## src/rtl/brp_pkg.sv

```systemverilog
package brp_pkg;

    // Pipeline stage index; the ordering is behaviour (younger = smaller).
    typedef enum logic [1:0] {
        STG_F = 2'd0,
        STG_R = 2'd1,
        STG_X = 2'd2
    } stage_e;

    // Front stages that can hold a wrong-path instruction (F and R).
    localparam int unsigned FRONT_STAGES = 2;
    // Slots whose valid bit this unit tracks (R and X).
    localparam int unsigned TRACK_STAGES = 2;

endpackage

```

## src/rtl/brp_resolve.sv

```systemverilog
module brp_resolve
    import brp_pkg::*;
#(
    parameter stage_e RES_STAGE = STG_X
) (
    input  logic                    br_valid_i,
    input  logic                    br_taken_i,
    input  logic                    stall_i,
    output logic                    redirect_o,
    output logic                    front_hold_o,
    output logic [FRONT_STAGES-1:0] squash_o
);

    localparam int unsigned RES_IDX = int'(RES_STAGE);

    logic redirect;

    always_comb begin
        redirect     = br_valid_i & br_taken_i;
        // A redirect overrides the interlock stall on the front stages.
        front_hold_o = stall_i & ~redirect;
    end

    assign redirect_o = redirect;

    // Only stages younger than the resolution stage carry wrong-path work.
    for (genvar s = 0; s < FRONT_STAGES; s++) begin : g_squash
        if (s < RES_IDX) begin : g_kill
            assign squash_o[s] = redirect;
        end else begin : g_keep
            assign squash_o[s] = 1'b0;
        end
    end

endmodule

```

## src/rtl/brp_fetch_gate.sv

```systemverilog
module brp_fetch_gate #(
    parameter bit SPECULATE = 1'b1
) (
    input  logic clk_i,
    input  logic rst_ni,
    input  logic fetch_is_branch_i,
    input  logic br_valid_i,
    input  logic front_hold_i,
    output logic fetch_valid_o,
    output logic fetch_gate_o
);

    if (SPECULATE) begin : g_spec
        // Never freeze: every fetch slot is real.
        assign fetch_valid_o = 1'b1;
        assign fetch_gate_o  = 1'b0;
    end else begin : g_wait
        typedef struct packed {
            logic waiting;
        } gate_state_t;

        gate_state_t st_d, st_q;

        always_comb begin
            st_d = st_q;
            if (br_valid_i) begin
                st_d.waiting = 1'b0;
            end else if (!st_q.waiting && fetch_is_branch_i && !front_hold_i) begin
                st_d.waiting = 1'b1;
            end
        end

        always_ff @(posedge clk_i or negedge rst_ni) begin
            if (!rst_ni) begin
                st_q <= '0;
            end else begin
                st_q <= st_d;
            end
        end

        assign fetch_valid_o = ~st_q.waiting;
        assign fetch_gate_o  = st_q.waiting;
    end

endmodule

```

## src/rtl/brp_pc_gen.sv

```systemverilog
module brp_pc_gen #(
    parameter int unsigned     ADDR_W      = 32,
    parameter int unsigned     INSTR_BYTES = 4,
    parameter logic [ADDR_W-1:0] RESET_PC  = '0
) (
    input  logic              clk_i,
    input  logic              rst_ni,
    input  logic              redirect_i,
    input  logic [ADDR_W-1:0] target_i,
    input  logic              hold_i,
    output logic [ADDR_W-1:0] pc_o,
    output logic [ADDR_W-1:0] next_pc_o
);

    localparam logic [ADDR_W-1:0] STEP = ADDR_W'(INSTR_BYTES);

    typedef struct packed {
        logic [ADDR_W-1:0] pc;
    } pc_state_t;

    pc_state_t st_d, st_q;

    always_comb begin
        st_d = st_q;
        if (redirect_i) begin
            st_d.pc = target_i;
        end else if (!hold_i) begin
            st_d.pc = st_q.pc + STEP;
        end
    end

    always_ff @(posedge clk_i or negedge rst_ni) begin
        if (!rst_ni) begin
            st_q.pc <= RESET_PC;
        end else begin
            st_q <= st_d;
        end
    end

    assign pc_o      = st_q.pc;
    assign next_pc_o = st_d.pc;

endmodule

```

## src/rtl/brp_valid_track.sv

```systemverilog
module brp_valid_track
    import brp_pkg::*;
#(
    parameter stage_e RES_STAGE = STG_X
) (
    input  logic                    clk_i,
    input  logic                    rst_ni,
    input  logic                    fetch_valid_i,
    input  logic                    redirect_i,
    input  logic                    front_hold_i,
    output logic [TRACK_STAGES-1:0] stage_valid_o
);

    localparam int unsigned RES_IDX = int'(RES_STAGE);

    typedef struct packed {
        logic [TRACK_STAGES-1:0] vld;   // bit k = slot of stage k+1
    } trk_state_t;

    trk_state_t st_d, st_q;

    // Value each slot would receive when the pipe advances.
    logic [TRACK_STAGES-1:0] feed;

    for (genvar k = 0; k < TRACK_STAGES; k++) begin : g_feed
        if (k == 0) begin : g_first
            assign feed[k] = fetch_valid_i;
        end else begin : g_rest
            assign feed[k] = st_q.vld[k-1];
        end
    end

    always_comb begin
        st_d = st_q;
        for (int k = 0; k < TRACK_STAGES; k++) begin
            if (redirect_i && (k + 1 <= RES_IDX)) begin
                // Slot receives a squashed (wrong-path) instruction.
                st_d.vld[k] = 1'b0;
            end else if (front_hold_i) begin
                // R holds its instruction, a bubble goes into X.
                st_d.vld[k] = (k == 0) ? st_q.vld[k] : 1'b0;
            end else begin
                st_d.vld[k] = feed[k];
            end
        end
    end

    always_ff @(posedge clk_i or negedge rst_ni) begin
        if (!rst_ni) begin
            st_q <= '0;
        end else begin
            st_q <= st_d;
        end
    end

    assign stage_valid_o = st_q.vld;

endmodule

```

## src/rtl/brp_unit.sv

```systemverilog
module brp_unit
    import brp_pkg::*;
#(
    parameter int unsigned       ADDR_W      = 32,
    parameter int unsigned       INSTR_BYTES = 4,
    parameter logic [ADDR_W-1:0] RESET_PC    = '0,
    parameter stage_e            RES_STAGE   = STG_X,
    parameter bit                SPECULATE   = 1'b1
) (
    input  logic                    clk_i,
    input  logic                    rst_ni,
    input  logic                    stall_i,
    input  logic                    fetch_is_branch_i,
    input  logic                    br_valid_i,
    input  logic                    br_taken_i,
    input  logic [ADDR_W-1:0]       br_target_i,
    output logic [ADDR_W-1:0]       fetch_pc_o,
    output logic [ADDR_W-1:0]       next_pc_o,
    output logic                    fetch_valid_o,
    output logic                    redirect_o,
    output logic [FRONT_STAGES-1:0] squash_o,
    output logic [TRACK_STAGES-1:0] stage_valid_o
);

    logic redirect;
    logic front_hold;
    logic fetch_gate;
    logic fetch_valid;

    brp_resolve #(
        .RES_STAGE (RES_STAGE)
    ) u_resolve (
        .br_valid_i   (br_valid_i),
        .br_taken_i   (br_taken_i),
        .stall_i      (stall_i),
        .redirect_o   (redirect),
        .front_hold_o (front_hold),
        .squash_o     (squash_o)
    );

    brp_fetch_gate #(
        .SPECULATE (SPECULATE)
    ) u_gate (
        .clk_i             (clk_i),
        .rst_ni            (rst_ni),
        .fetch_is_branch_i (fetch_is_branch_i),
        .br_valid_i        (br_valid_i),
        .front_hold_i      (front_hold),
        .fetch_valid_o     (fetch_valid),
        .fetch_gate_o      (fetch_gate)
    );

    brp_pc_gen #(
        .ADDR_W      (ADDR_W),
        .INSTR_BYTES (INSTR_BYTES),
        .RESET_PC    (RESET_PC)
    ) u_pc (
        .clk_i      (clk_i),
        .rst_ni     (rst_ni),
        .redirect_i (redirect),
        .target_i   (br_target_i),
        .hold_i     (front_hold | fetch_gate),
        .pc_o       (fetch_pc_o),
        .next_pc_o  (next_pc_o)
    );

    brp_valid_track #(
        .RES_STAGE (RES_STAGE)
    ) u_track (
        .clk_i         (clk_i),
        .rst_ni        (rst_ni),
        .fetch_valid_i (fetch_valid),
        .redirect_i    (redirect),
        .front_hold_i  (front_hold),
        .stage_valid_o (stage_valid_o)
    );

    assign redirect_o    = redirect;
    assign fetch_valid_o = fetch_valid;

endmodule

```

## config.mk

```make
export PLATFORM = sky130hd
export DESIGN_NAME = brp_unit
export DESIGN_NICKNAME = d
export VERILOG_FILES = /design/src/rtl/brp_pkg.sv /design/src/rtl/brp_resolve.sv /design/src/rtl/brp_fetch_gate.sv /design/src/rtl/brp_pc_gen.sv /design/src/rtl/brp_valid_track.sv /design/src/rtl/brp_unit.sv
export SDC_FILE = /design/constraint.sdc
export NUM_CORES = 1
export LEC_CHECK = 0
export ABC_AREA = 1
export ABC_CLOCK_PERIOD_IN_PS = 4300
export BUFFER_PORTS_ARGS = -buffer_cell sky130_fd_sc_hd__buf_2
export CAP_MARGIN = 40
export CORE_MARGIN = 3
export CORE_UTILIZATION = 30
export CTS_CLUSTER_DIAMETER = 40
export DETAILED_ROUTE_END_ITERATION = 10
export HOLD_SLACK_MARGIN = 0.05
export PLACE_DENSITY = 0.57
export REMOVE_ABC_BUFFERS = 1
export SYNTH_ARGS = -nofsm -noshare
export SYNTH_HDL_FRONTEND = slang
export SYNTH_SLANG_ARGS = --single-unit
```

## constraint.sdc

```tcl
create_clock -name clk_i -period 4.3 [get_ports clk_i]
set_input_delay 0.43 -clock clk_i [delete_from_list [all_inputs] [get_ports clk_i]]
set_output_delay 0.43 -clock clk_i [all_outputs]
set_load 0.05 [all_outputs]
```

-- Word-level counts from Yosys, hierarchy flattened
Index checks and enable logic that the tools add are counted.
- register bits: 34
- bits of input ports: 38
- output and inout port bits: 70
- logic and storage cells: 14
- add/sub/neg operators: 1
- equal/unequal tests: 1
- multiplexer cells: 6
- bitwise logic cells: 3
- operators by type and width (kind ; count):
    $mux 32 ; 2
    $add 32x3->32 const B ; 1
    $mux 1 ; 4
    $and 1x1->1 ; 2
    $ne 2x2->1 const B ; 1
    $not 1->1 ; 1

-- Depth between registers and ports, before layout
Gate-level depths: netlist of run 1.
- depth after elaboration: 5
- gate-level depth with buffers: 9
- mapped depth without buffers: 9

-- Hierarchy
A second synthesis of run 1 with hierarchy kept.
- cell total of the unflattened synthesis: 323
- area total of the unflattened synthesis: 2270.9 um2
- by module, submodules not included (module ; instances ; cells each ; area each (um2) ; sequential area each (um2)):
    brp_pc_gen ; 1 ; 301 ; 2123.3 ; 800.8
    brp_valid_track ; 1 ; 9 ; 78.8 ; 50.0
    brp_resolve ; 1 ; 6 ; 35.0 ; 0.0
    brp_fetch_gate ; 1 ; 4 ; 22.5 ; 0.0
    brp_unit ; 1 ; 3 ; 11.3 ; 0.0

-- Worst setup path before layout of run 1
OpenSTA, ideal clock, no wires.
- path type: flip-flop to output port
- start: register u_pc.st_q, in the netlist u_pc.pc_o[3]
- end: output port next_pc_o[8]
- arrival time: 2.491 ns
- data required time: 3.870 ns
- path slack: 1.379 ns
- cell stages (with the launch flop): 6
- buffers on the path: 0
- cells stage by stage: dfrtp_1 -> ha_1 -> nand2_1 -> nor2_4 -> a21oi_1 -> o21ai_0
- longest elaborated chain between the ends: 3
- RTL lines (item ; line ; source):
    start, declared ; brp_pc_gen.sv:21 ; pc_state_t st_d, st_q;
    start signal, assigned ; brp_pc_gen.sv:36 ; st_q <= st_d;
    $add 32x3->32 ; brp_pc_gen.sv:28 ; st_d.pc = st_q.pc + STEP;
    $mux 32 ; brp_pc_gen.sv:27 ; end else if (!hold_i) begin
    $mux 32 ; brp_pc_gen.sv:25 ; if (redirect_i) begin
    end, declared ; brp_unit.sv:18 ; output logic [ADDR_W-1:0] next_pc_o,
No other way between the ends.

-- Worst setup path after layout of run 1
- start: input port br_valid_i
- end: output port next_pc_o[16]
- longest elaborated chain between the ends: 5
- RTL lines (item ; line ; source):
    start, declared ; brp_unit.sv:14 ; input logic br_valid_i,
    $and 1x1->1 * ; brp_resolve.sv:19 ; redirect = br_valid_i & br_taken_i;
    $not 1->1 ; brp_resolve.sv:21 ; front_hold_o = stall_i & ~redirect;
    $and 1x1->1 ; brp_resolve.sv:21 ;
    $mux 32 ; brp_pc_gen.sv:27 ;
    $mux 32 * ; brp_pc_gen.sv:25 ;
Mark *: on every way between the ends. The rest lies on a longest branch, timed or not.

==> results_dict.tcl, run 1 <==
set metrics [dict create \
    status "completed" \
    syn_area_um2 2160 \
    ant_nets 0 \
    routabilityCongestion 0.841 \
    ys.flop_type "dfrtp_1" \
    synth.top_cells.by_count "nand2_1 (110), nand3_1 (39), dfrtp_1 (34)" \
    synth_area_leader_cell "dfrtp_1" \
    route.detailed.wl_per_inst_um 12.5 \
    worstPathArrival_ns 2.33 \
    rrSetupSlack_ns 2.63 \
    fmaxAchievable_mhz 363 \
    grt_pass1_wl_mm 10.8 \
    insertion_delay_ns 0.29 \
    syn_inst 314 \
    htreeDepth 2 \
    post_cts_buffers 0 \
    worstMarginPinSlew_ns 0.795 \
    max_cap_violations 0 \
    hold_slack_ns 0.224 \
    finalNetCount 455 \
    synth.distinct_cells 32 \
    hold_viol_final 0 \
    syn2layout_area_growth_pct 32.3 \
    core_um2 6910 \
    grt_pass1_vias 2292 \
    port_buffers 105 \
    drt-total-wl_mm 6.44 \
    rr_worst_depth 8 \
    clk_path_buf_depth 2 \
    yosysMostFrequentCell "nand2_1" \
    worstPathMaxFanout 28 \
    cts-resized-gates 0 \
    fin_tns_setup_ns 0 \
    grt_max_degree 35 \
    cts_sinks 34 \
    overflow 0 \
    drt_pass1_iterations 4 \
    start_util_pct 31.3 \
    hold_path.class "in -> async" \
    drv_slew 0 \
    synth-seq-cells 34 \
    synth_area_per_cell_um2 6.89 \
    start_kind "primary input" \
    rows 30 \
    dp_hpwl_mm 4.89 \
    drive_gt1_share_pct 31.7 \
    cp-end-kind "output pin" \
    yosysSeqAreaShare_pct 39.3 \
    yosys_warnings 0 \
    cts_buffers 5 \
    worst_ep_required_time_ns 3.87 \
    power.leakage_nw 1.53 \
    grt_setup_unrepaired "false" \
    diodes 0 \
    viasPerCell 4.52 \
    p_per_area_nw_per_um2 474 \
    drc 0 \
    die_w_um 90.9 \
    fin_worst_skew_ns 0.00668 \
    path_class "in -> out" \
    holdBufCountCts 0 \
    clk_pin_slew_ns 0.08 \
    die_area_um2 8270 \
    vias 2321 \
    min_period_ns 2.76 \
    synth-edff-count 0 \
    relSlewSlack_pct 47.0 \
    antenna_found_initial 0 \
    async_flop_share_pct 100 \
    fillers 798 \
    drt_iter0_markers 82 \
    cts-root-buf "clkbuf_8" \
    setup_viol 0 \
    finalCritPeriodShare_pct 64.1 \
    synth.area.top_cells "dfrtp_1 (39%), nand2_1 (19%), nand3_1 (9.0%)" \
    cts_tree "yes" \
    yosysTopAreaCellShare_pct 39.3 \
    ir_worst_vdd_uv 369 \
    grtUsageTotal_pct 15.9 \
    die_y_um 90.9 \
    io_pins 108 \
]
==> routing by layer <==
metal / vias to the layer above / GRT usage (%) / wire [um] / part of all wire (%)
met5: - / 0 / 0 / 0
met4: 0 / 4.15 / 68 / 1.1
met3: 5 / 4.17 / 413 / 6.4
met2: 67 / 26.2 / 2940 / 46
met1: 1044 / 20.6 / 3010 / 47
li1: 1205 / - / - / -
==> final cells by class <==
cell class | count | area [um^2] | share of cell area [%]
inverters | 35 | 131 | 4.59
repair buffers | 106 | 533 | 18.6
well taps | 96 | 120 | 4.20
multi-input cells | 234 | 1120 | 39.0
flip-flops and latches | 34 | 851 | 29.7
clock buffers | 8 | 110 | 3.85
==> metrics by stage <==
step	power [W]	area (um^2)	worst slack [ns]	std cells	util [%]
detailed placement	0.00108	2750	1.52	505	39.8
global route	0.00143	2860	1.24	513	41.4
finish	0.00136	2860	1.54	513	41.4
global placement	0.00108	2750	1.49	505	39.8
floorplan	0.000915	2100	0.642	303	-
CTS	0.00137	2860	1.52	513	41.4
==> state kept, by name, summed over array words and instances, names as in the netlist <==
| signal | flops |
|---|---|
| u_pc.pc_o | 32 |
| u_track.stage_valid_o | 2 |
==> worst max-delay path, cell delays in order <==
cell     delay, ns
buf_2         0.10
nand2_2       0.43
inv_1         0.47
buf_4         0.34
a21oi_1       0.13
nand2_1       0.07
nand2_1       0.07
buf_2         0.26
==> cells in the final DEF (no fill, tap or decap), types with 4 or more instances in the layout <==
| cell | n |
|---|---|
| nand2_1 | 110 |
| inv_1 | 33 |
| buf_2 | 105 |
| nor2_4 | 4 |
| a21oi_1 | 7 |
| o21ai_0 | 5 |
| dfrtp_1 | 34 |
| nand3_1 | 39 |
| nor2_1 | 24 |
| o21bai_1 | 4 |
| o21ai_1 | 9 |
| nor2_2 | 5 |
| clkbuf_8 | 8 |
| nand4_1 | 4 |
==> power breakdown <==
part / internal, W / total (W) / switching (W)
sequential: 0.000368 / 0.000428 / 0.0000600
clock: 0.000162 / 0.000286 / 0.000124
combinational: 0.000134 / 0.000641 / 0.000507
==> logic make-up (layout without fill, tap and decap cells) <==
kind of cell | count (synthesis) | after routing | share of synthesized area, %
AO/OA/AOI/OAI | 30 | 30 | 7.81
XOR/XNOR | 1 | 1 | 0.405
adder cells (fa/ha/maj) | 1 | 1 | 0.578
buffers and inverters | 46 | 149 | 9.08
flip-flops | 34 | 34 | 39.3
other | 1 | 1 | 0.173
AND/OR/NAND/NOR | 201 | 201 | 42.6
==> final timing paths <==
| kind | from | endpoint |
|---|---|---|
| max in group asynchronous | rst_ni | u_pc.pc_o[11] |
| setup reg to reg | u_pc.pc_o[3] | u_pc.pc_o[14] |
| setup / recovery | br_valid_i | next_pc_o[16] |
| min in group clk_i | stall_i | u_track.stage_valid_o[0] |
| hold reg to reg | u_pc.pc_o[1] | u_pc.pc_o[1] |
| hold / removal | rst_ni | u_pc.pc_o[31] |
Power figures use the tool's default switching activity.
==> run 2, diff against run 1 <==
--- a/config.mk
+++ b/config.mk
@@ -6,7 +6,7 @@
 export NUM_CORES = 1
 export LEC_CHECK = 0
 export ABC_AREA = 1
-export ABC_CLOCK_PERIOD_IN_PS = 4300
+export ABC_CLOCK_PERIOD_IN_PS = 2300
 export BUFFER_PORTS_ARGS = -buffer_cell sky130_fd_sc_hd__buf_2
 export CAP_MARGIN = 40
 export CORE_MARGIN = 3
@@ -14,7 +14,7 @@
 export CTS_CLUSTER_DIAMETER = 40
 export DETAILED_ROUTE_END_ITERATION = 10
 export HOLD_SLACK_MARGIN = 0.05
-export PLACE_DENSITY = 0.57
+export PLACE_DENSITY = 0.6
 export REMOVE_ABC_BUFFERS = 1
 export SYNTH_ARGS = -nofsm -noshare
 export SYNTH_HDL_FRONTEND = slang
==> constraint.sdc (replaced) <==
create_clock -name clk_i -period 2.3 [get_ports clk_i]
set_input_delay 0.23 -clock clk_i [delete_from_list [all_inputs] [get_ports clk_i]]
set_output_delay 0.23 -clock clk_i [all_outputs]
set_load 0.05 [all_outputs]
==> results_dict.tcl, run 2 (synthesized netlist as in run 1, its figures left out) <==
set metrics [dict create \
    ir_worst_vdd_uv 447 \
    clk_pin_slew_ns 0.07 \
    drive_gt1_share_pct 35.7 \
    status "completed" \
    drt_pass1_iterations 4 \
    die_w_um 90.9 \
    worstPathMaxFanout 6 \
    overflow 0 \
    p_per_area_nw_per_um2 852 \
    crit_path_start "u_pc.pc_o[2]" \
    start_kind "register" \
    antenna_found_initial 0 \
    die_y_um 90.9 \
    insertion_delay_ns 0.28 \
    mostFrequentLayoutCell "nand2_1" \
    post-place-ws_ns 0.247 \
    holdBufCountCts 0 \
    dpl_cell_area_um2 2770 \
    power.leakage_nw 1.59 \
    htreeDepth 2 \
    syn2layout_area_growth_pct 40.9 \
    die_area_um2 8270 \
    path_class "reg -> out" \
    fmaxAchievable_mhz 459 \
    fin_tns_setup_ns 0 \
    clk_path_buf_depth 2 \
    grt_max_degree 35 \
    ant_nets 0 \
    grt_setup_unrepaired "true" \
    rows 30 \
    cts-root-buf "clkbuf_8" \
    drv_slew 0 \
    dp_hpwl_mm 5.05 \
    core_um2 6910 \
    fin_worst_skew_ns 0.00562 \
    vias 2345 \
    cts_sinks 34 \
    diodes 0 \
    finalCritPeriodShare_pct 94.7 \
    critical_path.reg2reg.startpoint "u_pc.pc_o[3]" \
    routabilityCongestion 0.801 \
    grtUsageTotal_pct 16.3 \
    relSlewSlack_pct 46.7 \
    largest_register_ffs 32 \
    viasPerCell 4.48 \
    cp-end-kind "output pin" \
    drt-total-wl_mm 6.64 \
    grt_pass1_wl_mm 11.1 \
    fillers 762 \
    layout_common_cells "nand2_1 (109), buf_2 (96), nand3_1 (39)" \
    route.detailed.wl_per_inst_um 12.7 \
    port_buffers 105 \
    grt_pass1_vias 2310 \
    cts_buffers 5 \
    hold_viol_final 0 \
    worstPathArrival_ns 1.95 \
    design_area_um2 3050 \
    max_cap_violations 0 \
    cts_tree "yes" \
    worstMarginPinSlew_ns 0.800 \
    setup_viol 0 \
    min_period_ns 2.18 \
    finalNetCount 466 \
    io_pins 108 \
    worst_slack_ns 0.121 \
    drc 0 \
    hold_path.class "in -> async" \
    hold_slack_ns 0.0298 \
    worst_ep_required_time_ns 2.07 \
    drt_iter0_markers 121 \
    start_util_pct 31.3 \
]
run 2: critical path, cell delays in order (launching register included):
cell     delay [ns]
dfrtp_1        0.43
inv_1          0.13
nor2_4         0.16
nand3_2        0.15
nor2_4         0.16
buf_12         0.12
nand3_1        0.06
nand2_1        0.06
nand3_1        0.07
nand2_1        0.08
buf_2          0.26
run 2: what timing repair did:
| item | 4_1_cts | 5_1_grt |
|---|---|---|
| pin swaps | 0 | 5 |
| resized for setup | 7 | 23 |
| setup endpoints to repair | 7 | 19 |
| buffers inserted | 0 | 8 |
run 2: path summary, 6_finish.rpt:
kind                                       to  slack [ns]  cells past startpoint
worst max register to register  u_pc.pc_o[24]        0.61                      9
worst min-delay path            u_pc.pc_o[17]        0.03                      1
worst min register to register   u_pc.pc_o[0]        0.51                      2
worst max-delay path            next_pc_o[29]        0.12                     10
min in group clk_i               u_pc.pc_o[1]        0.15                      3
max in group asynchronous        u_pc.pc_o[4]        1.72                      1
run 2: per-layer routing:
metal | part of all wire [%] | up-vias | GRT usage [%] | routed length (um)
li1 | - | 1226 | - | -
met1 | 47 | 1044 | 21.4 | 3100
met2 | 46 | 70 | 26.9 | 3050
met3 | 6.7 | 5 | 4.83 | 446
met4 | 0.60 | 0 | 2.64 | 40
met5 | 0 | - | 0 | 0
run 2: power by group:
part | internal (W) | switching [W]
registers | 0.000690 | 0.000115
logic | 0.000291 | 0.000971
clock network | 0.000303 | 0.000227
run 2: stage by stage:
step / utilization [%] / power [W] / std cells
3_3_place_gp: 40.2 / 0.00201 / 508
4_1_cts: 42.1 / 0.00258 / 516
2_1_floorplan: - / 0.00171 / 303
3_5_place_dp: 40.2 / 0.00202 / 508
5_1_grt: 44.1 / 0.00275 / 524
6_report: 44.1 / 0.00260 / 524
run 2: layout make-up:
| class | instances | area, um^2 | area share, % |
|---|---|---|---|
| repair buffers | 117 | 662 | 21.7 |
| flip-flops and latches | 34 | 855 | 28.0 |
| multi-input cells | 234 | 1170 | 38.4 |
| inverters | 35 | 131 | 4.31 |
| well taps | 96 | 120 | 3.94 |
| clock buffers | 8 | 110 | 3.61 |
==> run 3, diff against run 2 <==
--- a/config.mk
+++ b/config.mk
@@ -7,14 +7,14 @@
 export LEC_CHECK = 0
 export ABC_AREA = 1
 export ABC_CLOCK_PERIOD_IN_PS = 2300
-export BUFFER_PORTS_ARGS = -buffer_cell sky130_fd_sc_hd__buf_2
 export CAP_MARGIN = 40
 export CORE_MARGIN = 3
 export CORE_UTILIZATION = 30
 export CTS_CLUSTER_DIAMETER = 40
 export DETAILED_ROUTE_END_ITERATION = 10
+export DONT_BUFFER_PORTS = 1
 export HOLD_SLACK_MARGIN = 0.05
-export PLACE_DENSITY = 0.6
+export PLACE_DENSITY = 0.46
 export REMOVE_ABC_BUFFERS = 1
 export SYNTH_ARGS = -nofsm -noshare
 export SYNTH_HDL_FRONTEND = slang
==> results_dict.tcl, run 3 (synthesized netlist as in run 1, its figures left out) <==
set metrics [dict create \
    status "completed" \
    grt_setup_unrepaired "true" \
    fillers 739 \
    die_w_um 90.9 \
    htreeDepth 2 \
    design_area_um2 2960 \
    p_per_area_nw_per_um2 947 \
    rows 30 \
    grt_max_degree 35 \
    rr_worst_depth 8 \
    switching_power_w 0.00133 \
    finalNetCount 405 \
    worstPathArrival_ns 1.98 \
    relSlewSlack_pct 66.7 \
    hold_viol_final 0 \
    cp-end-kind "output pin" \
    cts-root-buf "clkbuf_8" \
    dpl_cell_area_um2 2670 \
    max_cap_violations 0 \
    die_y_um 90.9 \
    p_comb_share_pct 46.2 \
    io_pins 108 \
    hold_path.class "in -> reg" \
    antenna_found_initial 0 \
    worstPathMaxFanout 5 \
    p_clk_share_pct 25.0 \
    worst_ep_required_time_ns 2.07 \
    path_class "reg -> out" \
    core_um2 6910 \
    start_kind "register" \
    die_area_um2 8270 \
    diodes 0 \
    clk_pin_slew_ns 0.08 \
    finalNonFillerCells 463 \
    routabilityCongestion 0.831 \
    dp.cells 450 \
    setup_viol 0 \
    drt_iter0_markers 78 \
    sequentialPowerShare_pct 28.9 \
    grt_pass1_wl_mm 11.1 \
    drt_pass1_iterations 4 \
    overflow 0 \
    worstMarginPinSlew_ns 0.498 \
    cts_sinks 34 \
    largest_register_ffs 32 \
    fin_worst_skew_ns 0.00816 \
    grtUsageTotal_pct 16.9 \
    mostFrequentLayoutCell "nand2_1" \
    holdPathStages 2 \
    fmaxAchievable_mhz 452 \
    sw_frac_of_total_pct 47.3 \
    dp_hpwl_mm 5.26 \
    cts_buffers 5 \
    syn2layout_area_growth_pct 36.9 \
    drt-total-wl_mm 6.86 \
    vias 2198 \
    start_util_pct 31.3 \
    insertion_delay_ns 0.29 \
    port_buffers 0 \
    p_int_w 0.00148 \
    finalCritPeriodShare_pct 96.2 \
    drc 0 \
    drv_slew 0 \
    power.leakage_nw 1.41 \
    ant_nets 0 \
    drive_gt1_share_pct 26.7 \
    layout_common_cells "nand2_1 (96), buf_4 (48), nand3_1 (39)" \
    route.detailed.wl_per_inst_um 14.8 \
    viasPerCell 4.75 \
    min_period_ns 2.21 \
    clk_path_buf_depth 2 \
    ir_worst_vdd_uv 448 \
    cts_tree "yes" \
    grt_pass1_vias 2149 \
]
[run 3: worst max-delay path, cell delays in order (launching register included)]
cell and delay (ns):
dfrtp_1 0.44, inv_1 0.13, nor2_4 0.16, nand3_2 0.12, nor2_4 0.11, buf_4 0.15, a21o_1 0.11, nand3_1 0.08
nand2_1 0.40
[run 3: power by group through the flow]
stage | clock [W] | sequential [W] | combinational, W
floorplan | 0 | 0.00112 | 0.000595
global placement | 0 | 0.000817 | 0.00123
detailed placement | 0 | 0.000817 | 0.00125
CTS | 0.000722 | 0.000807 | 0.00127
global route | 0.000754 | 0.000827 | 0.00137
finish | 0.000701 | 0.000810 | 0.00129
[run 3: final timing paths]
check	start	to	slack (ns)
min	br_target_i[11]	u_pc.pc_o[11]	0.09
min in group asynchronous	rst_ni	u_pc.pc_o[24]	0.38
max reg2reg	u_pc.pc_o[2]	u_pc.pc_o[19]	0.44
max	u_pc.pc_o[2]	next_pc_o[19]	0.09
max in group asynchronous	rst_ni	u_track.stage_valid_o[1]	1.72
min reg2reg	u_pc.pc_o[11]	u_pc.pc_o[11]	0.63
[run 3: repair_timing]
item                       CTS  global route
pin swaps                    0             3
hold buffers                 3             0
hold endpoints to repair    35             0
buffers inserted             0             2
setup endpoints to repair    6            16
gates resized for setup      6            20
[run 3: layout make-up]
cell class / count / area [um^2] / area share [%]
repair buffers: 56 / 500 / 16.9
well taps: 96 / 120 / 4.06
inverters: 35 / 131 / 4.44
clock inverters: 2 / 60.1 / 2.03
clock buffers: 6 / 82.6 / 2.79
flip-flops and latches: 34 / 851 / 28.7
multi-input cells: 234 / 1220 / 41.1
[run 3: stage by stage]
| step | util [%] | TNS [ns] | hold WS, ns | worst slack (ns) | total power (W) |
|---|---|---|---|---|---|
| final | 42.9 | 0 | 0.0882 | 0.0874 | 0.00281 |
| after global routing | 42.9 | -0.0138 | 0.0772 | -0.0103 | 0.00295 |
| after global placement | 38.3 | 0 | -0.0645 | 0.147 | 0.00204 |
| after floorplan | - | -26.77 | -0.0656 | -1.14 | 0.00171 |
| after detailed placement | 38.6 | 0 | -0.0646 | 0.271 | 0.00206 |
| after CTS | 41.5 | 0 | 0.0836 | 0.0183 | 0.00280 |
[run 3: routing by layer]
metal  wire [um]  track usage (%)
met5           0                0
met4          63             4.15
met3         607             6.33
met2        3120             26.7
met1        3070             21.8
